==> src/rtl/ctr_alloc.sv <==
module ctr_alloc #(
  parameter int NCTR = 10,
  parameter int IDXW = 4
) (
  input  logic            clk,
  input  logic            rst_n,
  input  logic            req_valid,
  input  logic [7:0]      req_event,
  input  logic            rel_valid,
  input  logic [IDXW-1:0] rel_idx,
  output logic            gnt_valid,
  output logic [IDXW-1:0] gnt_idx,
  output logic            gnt_fail,
  output logic [NCTR-1:0] used_mask
);

  function automatic logic [NCTR-1:0] eligible(input logic [7:0] ev);
    logic [9:0] m;
    case (ev)
      8'h01, 8'h96, 8'h97, 8'h9a, 8'h9b, 8'h9f: m = 10'h080;
      8'h02:                                    m = 10'h3fd;
      8'h8c:                                    m = 10'h082;
      8'h8d, 8'h8e, 8'h8f, 8'h90, 8'h93, 8'h94, 8'h95, 8'h98, 8'h99, 8'h9c,
      8'hbf, 8'hc0, 8'hc1, 8'hc4, 8'hc5, 8'hc6, 8'hc8, 8'hca, 8'hcb:
                                                m = 10'h0e0;
      8'hf5, 8'hf6, 8'hf7, 8'hfd:               m = 10'h054;
      8'hf8:                                    m = 10'h0fc;
      default:                                  m = 10'h3fc;
    endcase
    return NCTR'(m);
  endfunction

  logic [NCTR-1:0] cand, take, drop, used_next;
  logic [IDXW-1:0] pick;
  logic            found, grant, rel_ok;

  assign cand = eligible(req_event) & ~used_mask;

  always_comb begin
    found = 1'b0;
    pick  = '0;
    for (int i = NCTR - 1; i >= 0; i--) begin
      if (cand[i]) begin
        found = 1'b1;
        pick  = IDXW'(i);
      end
    end
  end

  assign grant     = req_valid && found;
  assign rel_ok    = rel_valid && (int'(rel_idx) < NCTR);
  assign take      = grant  ? (NCTR'(1) << pick)    : '0;
  assign drop      = rel_ok ? (NCTR'(1) << rel_idx) : '0;
  assign used_next = (used_mask & ~drop) | take;

  always_ff @(posedge clk) begin
    if (!rst_n) begin
      gnt_valid <= 1'b0;
      gnt_fail  <= 1'b0;
      gnt_idx   <= '0;
      used_mask <= '0;
    end else begin
      gnt_valid <= grant;
      gnt_fail  <= req_valid && !found;
      gnt_idx   <= grant ? pick : '0;
      used_mask <= used_next;
    end
  end

endmodule

==> config.mk <==
export PLATFORM = sky130hd
export DESIGN_NAME = ctr_alloc
export DESIGN_NICKNAME = d
export VERILOG_FILES = /design/src/rtl/ctr_alloc.sv
export SDC_FILE = /design/constraint.sdc
export NUM_CORES = 1
export LEC_CHECK = 0
export BUFFER_PORTS_ARGS = -buffer_cell sky130_fd_sc_hd__buf_2
export CAP_MARGIN = 30
export CORE_ASPECT_RATIO = 1.5
export CORE_MARGIN = 2
export CORE_UTILIZATION = 52
export DETAILED_ROUTE_END_ITERATION = 8
export PLACE_DENSITY_LB_ADDON = 0.3
export REMOVE_ABC_BUFFERS = 1
export SLEW_MARGIN = 10
export SYNTH_ARGS = -nofsm -noshare
export SYNTH_HDL_FRONTEND = slang
export SYNTH_SLANG_ARGS = --single-unit
==> constraint.sdc <==
create_clock -name clk -period 2.5 [get_ports clk]
set_input_delay 0.25 -clock clk [delete_from_list [all_inputs] [get_ports clk]]
set_output_delay 0.25 -clock clk [all_outputs]
set_load 0.01 [all_outputs]
==> results of run 1 <==
-- layout make-up --
class,count,area [µm²],area share
clock buffer,3,22.52,0.01586
tap,23,28.78,0.02026
inverter,5,18.77,0.01322
sequential,16,320.3,0.2256
timing repair buffer,36,192.7,0.1357
multi-input combinational,119,837.1,0.5894
-- worst max-delay path, cell delays in order --
cell and delay, ps:
buf_2 150, nor4_4 320, a22oi_1 120, o311ai_2 330, or2_4 220, o21bai_2 100
a21o_1 230, or4_4 560, inv_2 70, a32o_2 110
-- logic make-up (layout without fill, tap and decap cells) --
| logic type | Yosys count | in the layout |
|---|---|---|
| simple gates | 60 | 60 |
| compound gates | 59 | 59 |
| flops | 16 | 16 |
| buf+inv | 12 | 44 |
-- per-stage QoR --
step           std cells  setup WS (ps)    util  area (µm²)  setup TNS (ps)
3_5_place_dp         199         -22.07  0.6332        1398          -22.07
4_1_cts              202          269.4  0.6434        1420               0
5_1_grt              202          131.8  0.6434        1420               0
2_1_floorplan        140          364.5       -        1176               0
3_3_place_gp         199          12.46  0.6332        1398               0
6_report             202          284.8  0.6434        1420               0
-- final timing paths --
kind / to / slack (ps) / from
worst max-delay path: used_mask[9] / 280 / req_event[7]
worst max register to register: used_mask[4] / 780 / used_mask[0]
worst min-delay path: gnt_valid / 240 / req_valid
worst min register to register: used_mask[3] / 500 / used_mask[3]
-- synth_stat cells, types with 2 or more instances --
master / instances / area [µm²]
o21ai_1: 2 / 10.01
nand2_1: 10 / 37.54
o211ai_1: 5 / 37.54
and2_1: 2 / 12.51
a21oi_1: 4 / 20.02
o21ai_0: 10 / 50.05
nand2b_1: 5 / 31.28
o31ai_1: 2 / 15.01
a31o_2: 2 / 17.52
nand4bb_1: 3 / 33.78
inv_1: 4 / 15.01
a21boi_0: 2 / 15.01
a41oi_1: 2 / 17.52
nor2_1: 7 / 26.28
o22a_1: 2 / 17.52
and4_1: 2 / 17.52
nor3_1: 6 / 30.03
buf_2: 5 / 25.02
nand3_1: 5 / 25.02
dfxtp_1: 16 / 320.3
or2_2: 2 / 12.51
or3_1: 4 / 25.02
a211oi_1: 3 / 22.52
nand4_1: 2 / 12.51
clkbuf_1: 2 / 7.510
o2111ai_1: 2 / 17.52
a21o_1: 3 / 22.52
-- flip-flops by register name, indices dropped and copies added, names as in the netlist --
name / count
used_mask: 10
gnt_idx: 4
gnt_fail: 1
gnt_valid: 1
-- cells in the final DEF, fill, tap and decap left out, drive strengths merged, types with 3 or more instances in the layout --
cell type,n
or3,4
a21oi,4
a21o,3
o21ai,13
or2,4
nand2b,5
a211oi,3
clkbuf,3
nand2,10
o211ai,5
nand3,6
inv,5
nor3,6
nor2,7
buf,36
dfxtp,16
nand4bb,3
-- routing by layer --
metal | part of all wire | wire, µm
met5 | 0 | 0
met4 | 0.063 | 221
met3 | 0.036 | 128
met2 | 0.52 | 1843
met1 | 0.38 | 1325
-- power groups by stage --
stage | registers [µW] | clock network, µW | logic [µW]
floorplan | 286 | 0 | 87.6
global placement | 283 | 0 | 167
detailed placement | 282 | 0 | 171
CTS | 277 | 138 | 172
global route | 278 | 150 | 192
finish | 277 | 138 | 174
==> out/metrics.yaml, run 1 <==
run_status:
  outcome: "complete, no violations"
sta:
  finalCritPeriodShare: 0.8861
  setup_viol: 0
  hold_viol_final: 0
  holdWs_ps: 244.8
  clock.fmax_mhz: 451.4
  relSlewSlack: 0.7496
  fin_worst_skew_ps: 5.231
  tightest_slew_ps: 373.4
  rsz0062_at_grt: "false"
  drv_slew: 0
  fin_crit_ps: 2215
finish:
  drive_gt1_frac: 0.3073
  area_growth_pct: 17.49
  nFillCells: 201
  diodes: 0
  nets: 197
route:
  antenna_left: 0
  vias: 1360
  firstDrtPassIters: 6
  wl_per_cell_um: 17.42
  vias_per_cell: 6.733
  drt_iter0_markers: 32
  drc: 0
  wl_mm: 3.518
worst_setup_path:
  reg2reg_depth: 6
  cp_max_fo: 7
  worst-endpoint-arrival_ps: 2460
  critPathRequiredTime_ps: 2740
  critPathKind: "input pin to register"
  crit_path_start_kind: "input pin"
  cp-end-kind: "register"
min_path:
  holdPathStages: 3
  hold_path_class: "input pin to register"
synthesis:
  synth_edf_count: 0
  synth_compound_gate_area_share: 0.3789
  synthMuxAreaShare: 0
  synth-seq-area-share: 0.2650
  avgSynthCellArea_um2: 8.222
  yosysWarnings: 0
  syn_area_um2: 1209
  synth.distinct_cells: 60
  netlist_instances: 147
  synth_top_family_by_area: "compound AO/OA/AOI/OAI gates"
  synth-xor-area-share: 0
  synth-seq-cells: 16
  synth_simple_gate_area_frac: 0.3137
  synthAdderAreaFrac: 0
  synthArstFlopShare: 0
  synth_flop_cell: "dfxtp_1"
global_routing:
  overflow: 0
  track_usage: 0.2778
  grt_max_degree: 15
  antenna_found_initial: 0
  grt_pass1_wl_mm: 5.954
  grt_pass1_vias: 1333
  use_met2: 0.5131
  grt_use_met3: 0.01445
  grtUsageMet1: 0.2883
  grt-busiest-layer: "met2"
power_and_ir_drop:
  power.total_uw: 589.7
  power_switching_uw: 198.3
  power_frac_seq: 0.470
  p_sw_frac: 0.3363
  leakage_uw: 0.0005968
  powerDensity_nw_per_um2: 415.2
  peakVddDrop_v: 0.0003156
  clockPowerShare: 0.235
  p_comb_frac: 0.296
  internal_power_uw: 391.4
floorplanning:
  io_pins: 32
  fp.coreArea_um2: 2207
  die-area_um2: 2734
  rows: 21
  start_util: 0.5476
  fp.dieH_um: 63.05
  die_w_um: 43.37
cts:
  numCtsBuffers: 3
  cts_setup_buffers: 0
  cts.sinks: 16
  ctsRootBufferMaster: "clkbuf_4"
  clock_latency_ps: 290
  hold_buffers: 0
  cts_tree: "done"
  path_clk_slew_ps: 90
  clockBufferDepth: 2
  ctsResizeCount: 0
  h-tree-depth: 1
flow_run:
  maxCapViolCount: 0
place:
  dp_hpwl_mm: 2.736
  port_buffers: 31
  gp_congestion: 0.9730
Note: power is estimated with default switching activity, not from simulation.
==> inputs of run 2 (changes only) <==
PLACE_DENSITY = 0.9   (was not set)
PLACE_DENSITY_LB_ADDON = not set   (was 0.3)
REMOVE_ABC_BUFFERS = not set   (was 1)
==> out/metrics.yaml, run 2 (synthesized netlist as in run 1, its figures left out) <==
run_status:
  outcome: "complete, no violations"
sta:
  relSlewSlack: 0.7063  # -0.04333
  setup_viol: 0  # unchanged
  rsz0062_at_grt: "false"
  fin_worst_skew_ps: 2.551  # -2.681 ps
  drv_slew: 0  # unchanged
  tightest_slew_ps: 437.3  # +63.88 ps
  fin_crit_ps: 2263  # +47.95 ps
  holdWs_ps: 244.9  # +0.08000 ps
  hold_viol_final: 0  # unchanged
  clock.fmax_mhz: 441.9  # -2.1%
  finalCritPeriodShare: 0.9053  # +0.01918
route:
  vias_per_cell: 6.856  # +1.8%
  wl_met3_um: 180  # +41%
  dr.max_layer_used: "met4"
  wl_per_cell_um: 17.73  # +1.8%
  antenna_left: 0  # unchanged
  drt_iter0_markers: 59  # +84%
  wl_mm: 3.581  # +1.8%
  met1_length_mm: 1.334  # +0.68%
  firstDrtPassIters: 5  # -1
  drc: 0  # unchanged
  routed-wl-met2_mm: 1.892  # +2.7%
  vias: 1385  # +1.8%
cts:
  cts_setup_buffers: 0  # unchanged
  path_clk_slew_ps: 90  # about the same
  ctsRootBufferMaster: "clkbuf_4"
  hold_buffers: 0  # unchanged
  cts.sinks: 16  # unchanged
  clock_latency_ps: 290  # about the same
  numCtsBuffers: 3  # unchanged
  clockBufferDepth: 2  # unchanged
  cts_tree: "done"
  ctsResizeCount: 0  # unchanged
  h-tree-depth: 1  # unchanged
global_routing:
  antenna_found_initial: 0  # unchanged
  grt_max_degree: 14  # -1
  overflow: 0  # unchanged
  track_usage: 0.2740  # -0.003837
  grt_pass1_vias: 1344  # +0.83%
  grt_pass1_wl_mm: 5.851  # -1.7%
finish:
  largest_reg_flops: 10  # unchanged
  drive_gt1_frac: 0.3073  # unchanged
  final_common_cell: "buf_2"
  largest-register: "used_mask"
  nets: 196  # -0.51%
  nFillCells: 203  # +1.0%
  mostFrequentLayoutCells: "buf_2, dfxtp_1, o21ai_0, nand2_1, nor2_1"
  diodes: 0  # unchanged
  final_util: 0.6463  # +0.002835
  area_growth_pct: 18.01
  reg.largest.list: "used_mask x10, gnt_idx x4"
min_path:
  hold_end: "gnt_valid"
  hold_path_class: "input pin to register"
  worstHoldStart: "req_valid"
  holdPathStages: 3  # unchanged
worst_setup_path:
  reg2reg_to: "used_mask[6]"
  r2r_start: "used_mask[3]"
  r2r_slack_ps: 690  # -90 ps
  cp_max_fo: 7  # unchanged
  critPathKind: "input pin to register"
  worst-endpoint-arrival_ps: 2500  # +40 ps
  reg2reg_depth: 5  # -1
  cp-end-kind: "register"
  crit_path_start_kind: "input pin"
  critPathRequiredTime_ps: 2740  # about the same
floorplanning:
  rows: 21  # unchanged
  fp.coreArea_um2: 2207  # unchanged
  die-area_um2: 2734  # unchanged
  fp.dieH_um: 63.05  # unchanged
  start_util: 0.5476  # unchanged
  die_w_um: 43.37  # unchanged
  io_pins: 32  # unchanged
power_and_ir_drop:
  p_comb_frac: 0.275  # -0.021
  internal_power_uw: 419.2  # +7.1%
  clockPowerShare: 0.274  # +0.039
  power_switching_uw: 196.7  # -0.83%
  p_sw_frac: 0.3194  # -0.01694
  power.total_uw: 615.8  # +4.4%
  leakage_uw: 0.0005980  # +0.21%
  powerDensity_nw_per_um2: 431.7  # +4.0%
  power_frac_seq: 0.451  # -0.019
  peakVddDrop_v: 0.0003384  # +7.2%
place:
  port_buffers: 31  # unchanged
  gp_congestion: 0.9552  # -1.8%
  dp_hpwl_mm: 2.705  # -1.1%
flow_run:
  maxCapViolCount: 0  # unchanged
synthesis:
  syn_nets: 163
==> run 2: power groups by stage <==
| stage | registers [µW] | clock network [µW] | logic, µW |
|---|---|---|---|
| 6_report | 278 | 169 | 169 |
| 5_1_grt | 279 | 181 | 184 |
| 4_1_cts | 277 | 173 | 165 |
| 3_5_place_dp | 283 | 0 | 162 |
| 3_3_place_gp | 282 | 0 | 158 |
| 2_1_floorplan | 286 | 0 | 101 |
==> run 2: metal layers <==
layer  up-vias  global-route usage
li1        651                   -
met1       643              0.2923
met2        70              0.4907
met3        21             0.01734
met4         0              0.1780
met5         -                   0
==> run 2: layout make-up <==
cell class	instances	area [µm²]	share of cell area
Tap cell	23	28.78	0.02018
Clock buffer	4	36.28	0.02544
Timing Repair Buffer	35	185.2	0.1298
Multi-Input combinational cell	119	837.1	0.5868
Sequential cell	16	320.3	0.2246
Inverter	5	18.77	0.01316
==> run 2: worst max-delay path: stages <==
cell and delay, ps:
buf_2 150, nor4_4 330, a22oi_1 140, o311ai_2 310, or2_4 210, o21ba_1 220
o2111ai_1 130, or4_4 550, inv_2 80, a32o_2 110
==> run 2: worst max-delay path by stage <==
| stage | start | endpoint | slack [ps] | cells past startpoint |
|---|---|---|---|---|
| global route | req_event[7] | used_mask[9] | 90 | 10 |
| finish | req_event[7] | used_mask[9] | 240 | 10 |
| detailed placement | req_event[7] | used_mask[9] | -20 | 10 |
| global placement | req_event[7] | used_mask[9] | 20 | 10 |
| floorplan | req_event[5] | used_mask[9] | 250 | 10 |
| CTS | req_event[7] | used_mask[9] | 270 | 10 |
==> run 2: per-stage QoR <==
stage	setup TNS (ps)	setup slack (ps)	cell area [µm²]	instances
finish	0	236.8	1426	202
global route	0	88.85	1426	202
CTS	0	267.6	1426	202
detailed placement	-18.81	-18.81	1390	198
global placement	0	22.94	1390	198
floorplan	0	254.6	1209	147
==> inputs of run 3 (changes only) <==
CORE_ASPECT_RATIO = not set   (was 1.5)
CORE_UTILIZATION = 56   (was 52)
PLACE_DENSITY = 0.95   (was 0.9)
clock period = 2.85 ns   (was 2.5 ns; I/O delays follow)
==> out/metrics.yaml, run 3 (synthesized netlist as in run 1, its figures left out) <==
run_status:
  outcome: "complete, no violations"
worst_setup_path:
  critPathRequiredTime_ps: 3010  # +270 ps
  r2r_slack_ps: 1010  # +320 ps
  cp_max_fo: 10  # +3
  r2r_start: "used_mask[3]"
  critPathKind: "input pin to register"
  reg2reg_to: "used_mask[4]"
  worst-endpoint-arrival_ps: 2500  # about the same
  cpMostUsedCell: "nor3_1"
  crit_path_start_kind: "input pin"
  slowest_stage: "nor3_1"
  crit_chain: "buf_2 > nand2b_1 > a2bb2o_1 > and2_1 > or3_1 > o21ai_2 > nor3_1 > nor3_1 > o21ai_0"
  crit_path_max_incr_delay_ps: 440  # -110 ps
  reg2reg_depth: 5  # unchanged
  cp-end-kind: "register"
finish:
  area_growth_pct: 15.94
  largest-register: "used_mask"
  largest_reg_flops: 10  # unchanged
  final_common_cell: "buf_2"
  mostFrequentLayoutCells: "buf_2, dfxtp_1, o21ai_0, nand2_1, nor2_1"
  final_area_um2: 1401  # -1.8%
  reg.largest.list: "used_mask x10, gnt_idx x4"
  final_util: 0.7000  # +0.05374
  nets: 192  # -2.0%
  diodes: 0  # unchanged
  drive_gt1_frac: 0.2914  # -0.01583
global_routing:
  grt_pass1_wl_mm: 5.602  # -4.3%
  grt_max_degree: 18  # +4
  grt_pass1_vias: 1209  # -10%
  track_usage: 0.2812  # +0.007180
  overflow: 0  # unchanged
  antenna_found_initial: 0  # unchanged
sta:
  fin_crit_ps: 2347
  finalCritPeriodShare: 0.8235
  fin_worst_skew_ps: 6.746  # +4.195 ps
  clock.fmax_mhz: 426.1
  tightest_slew_ps: 497.1  # +59.82 ps
  setup_viol: 0  # unchanged
  hold_viol_final: 0  # unchanged
  setup_slack_ps: 503.0  # +266.1 ps
  drv_slew: 0  # unchanged
  setup_tns_ps: 0  # unchanged
  rsz0062_at_grt: "false"
  relSlewSlack: 0.6661  # -0.04019
floorplanning:
  die-area_um2: 2546  # -6.9%
  start_util: 0.6037  # +0.05613
  rows: 16  # -24%
  fp.dieH_um: 50.46  # -20%
  fp.coreArea_um2: 2002  # -9.3%
  die_w_um: 50.46  # +16%
  io_pins: 32  # unchanged
route:
  wl_per_cell_um: 16.43  # -7.3%
  drc: 0  # unchanged
  drt_iter0_markers: 72  # +22%
  firstDrtPassIters: 4  # -1
  vias_per_cell: 6.772  # -1.2%
  wl_mm: 3.319  # -7.3%
  antenna_left: 0  # unchanged
  vias: 1368  # -1.2%
power_and_ir_drop:
  peakVddDrop_v: 0.0003761  # +11%
  powerDensity_nw_per_um2: 383.3  # -11%
  leakage_uw: 0.0005795  # -3.1%
place:
  gp_congestion: 0.9507  # -0.47%
  dp_slack_ps: 248.9  # +267.8 ps
  dp_hpwl_mm: 2.485  # -8.1%
  port_buffers: 31  # unchanged
  dpl-instance-area_um2: 1365  # -1.8%
cts:
  clockBufferDepth: 2  # unchanged
  numCtsBuffers: 3  # unchanged
  cts.sinks: 16  # unchanged
  path_clk_slew_ps: 90  # about the same
  h-tree-depth: 1  # unchanged
  clock_latency_ps: 290  # about the same
  cts_tree: "done"
  ctsResizeCount: 0  # unchanged
  hold_buffers: 0  # unchanged
  cts_setup_buffers: 0  # unchanged
  ctsRootBufferMaster: "clkbuf_4"
min_path:
  worstHoldStart: "req_valid"
  holdPathStages: 3  # unchanged
  hold_path_class: "input pin to register"
  hold_end: "gnt_valid"
flow_run:
  maxCapViolCount: 0  # unchanged
synthesis:
  syn_nets: 163  # unchanged
[run 3: layout make-up]
class                   count  area (µm²)
clock buffers               4       36.28
fillers                   176       600.6
inverters                   5       18.77
multi-input cells         119       837.1
flip-flops and latches     16       320.3
well taps                  27       33.78
repair buffers             31       155.1
[run 3: worst max-delay path: cells and delay by family]
family,cells,cell delay [ps]
buffers and inverters,1,190
AO/OA/AOI/OAI,3,710
AND/OR/NAND/NOR,5,1320
[run 3: how the worst max path moves through the flow]
stage	endpoint	slack, ps	start	cells past startpoint
CTS	used_mask[9]	530	req_event[7]	10
finish	used_mask[4]	500	req_event[3]	9
global placement	used_mask[9]	330	req_event[7]	10
detailed placement	used_mask[9]	250	req_event[7]	10
global route	used_mask[4]	330	req_event[3]	9
floorplan	used_mask[9]	570	req_event[5]	10
[run 3: metrics by stage]
step	std cells	total power (µW)	hold slack (ps)
after detailed placement	198	387.8	493.1
final	202	537.2	283.4
after global routing	202	563.9	284.9
after CTS	202	534.0	279.8
after floorplan	147	340.2	412.3
after global placement	198	382.6	488.8
[run 3: layer usage]
metal | GRT usage | up-vias | wire length (µm)
met3 | 0.04762 | 8 | 236
met4 | 0.08108 | 0 | 48
met2 | 0.4671 | 77 | 1625
li1 | - | 646 | -
met5 | 0 | - | 0
met1 | 0.3734 | 637 | 1408
[run 3: power breakdown]
group | internal, µW | total [µW] | switching (µW)
logic | 53.1 | 145 | 91.6
registers | 234 | 244 | 9.90
clock network | 77.8 | 149 | 70.8
total | 365 | 537 | 172
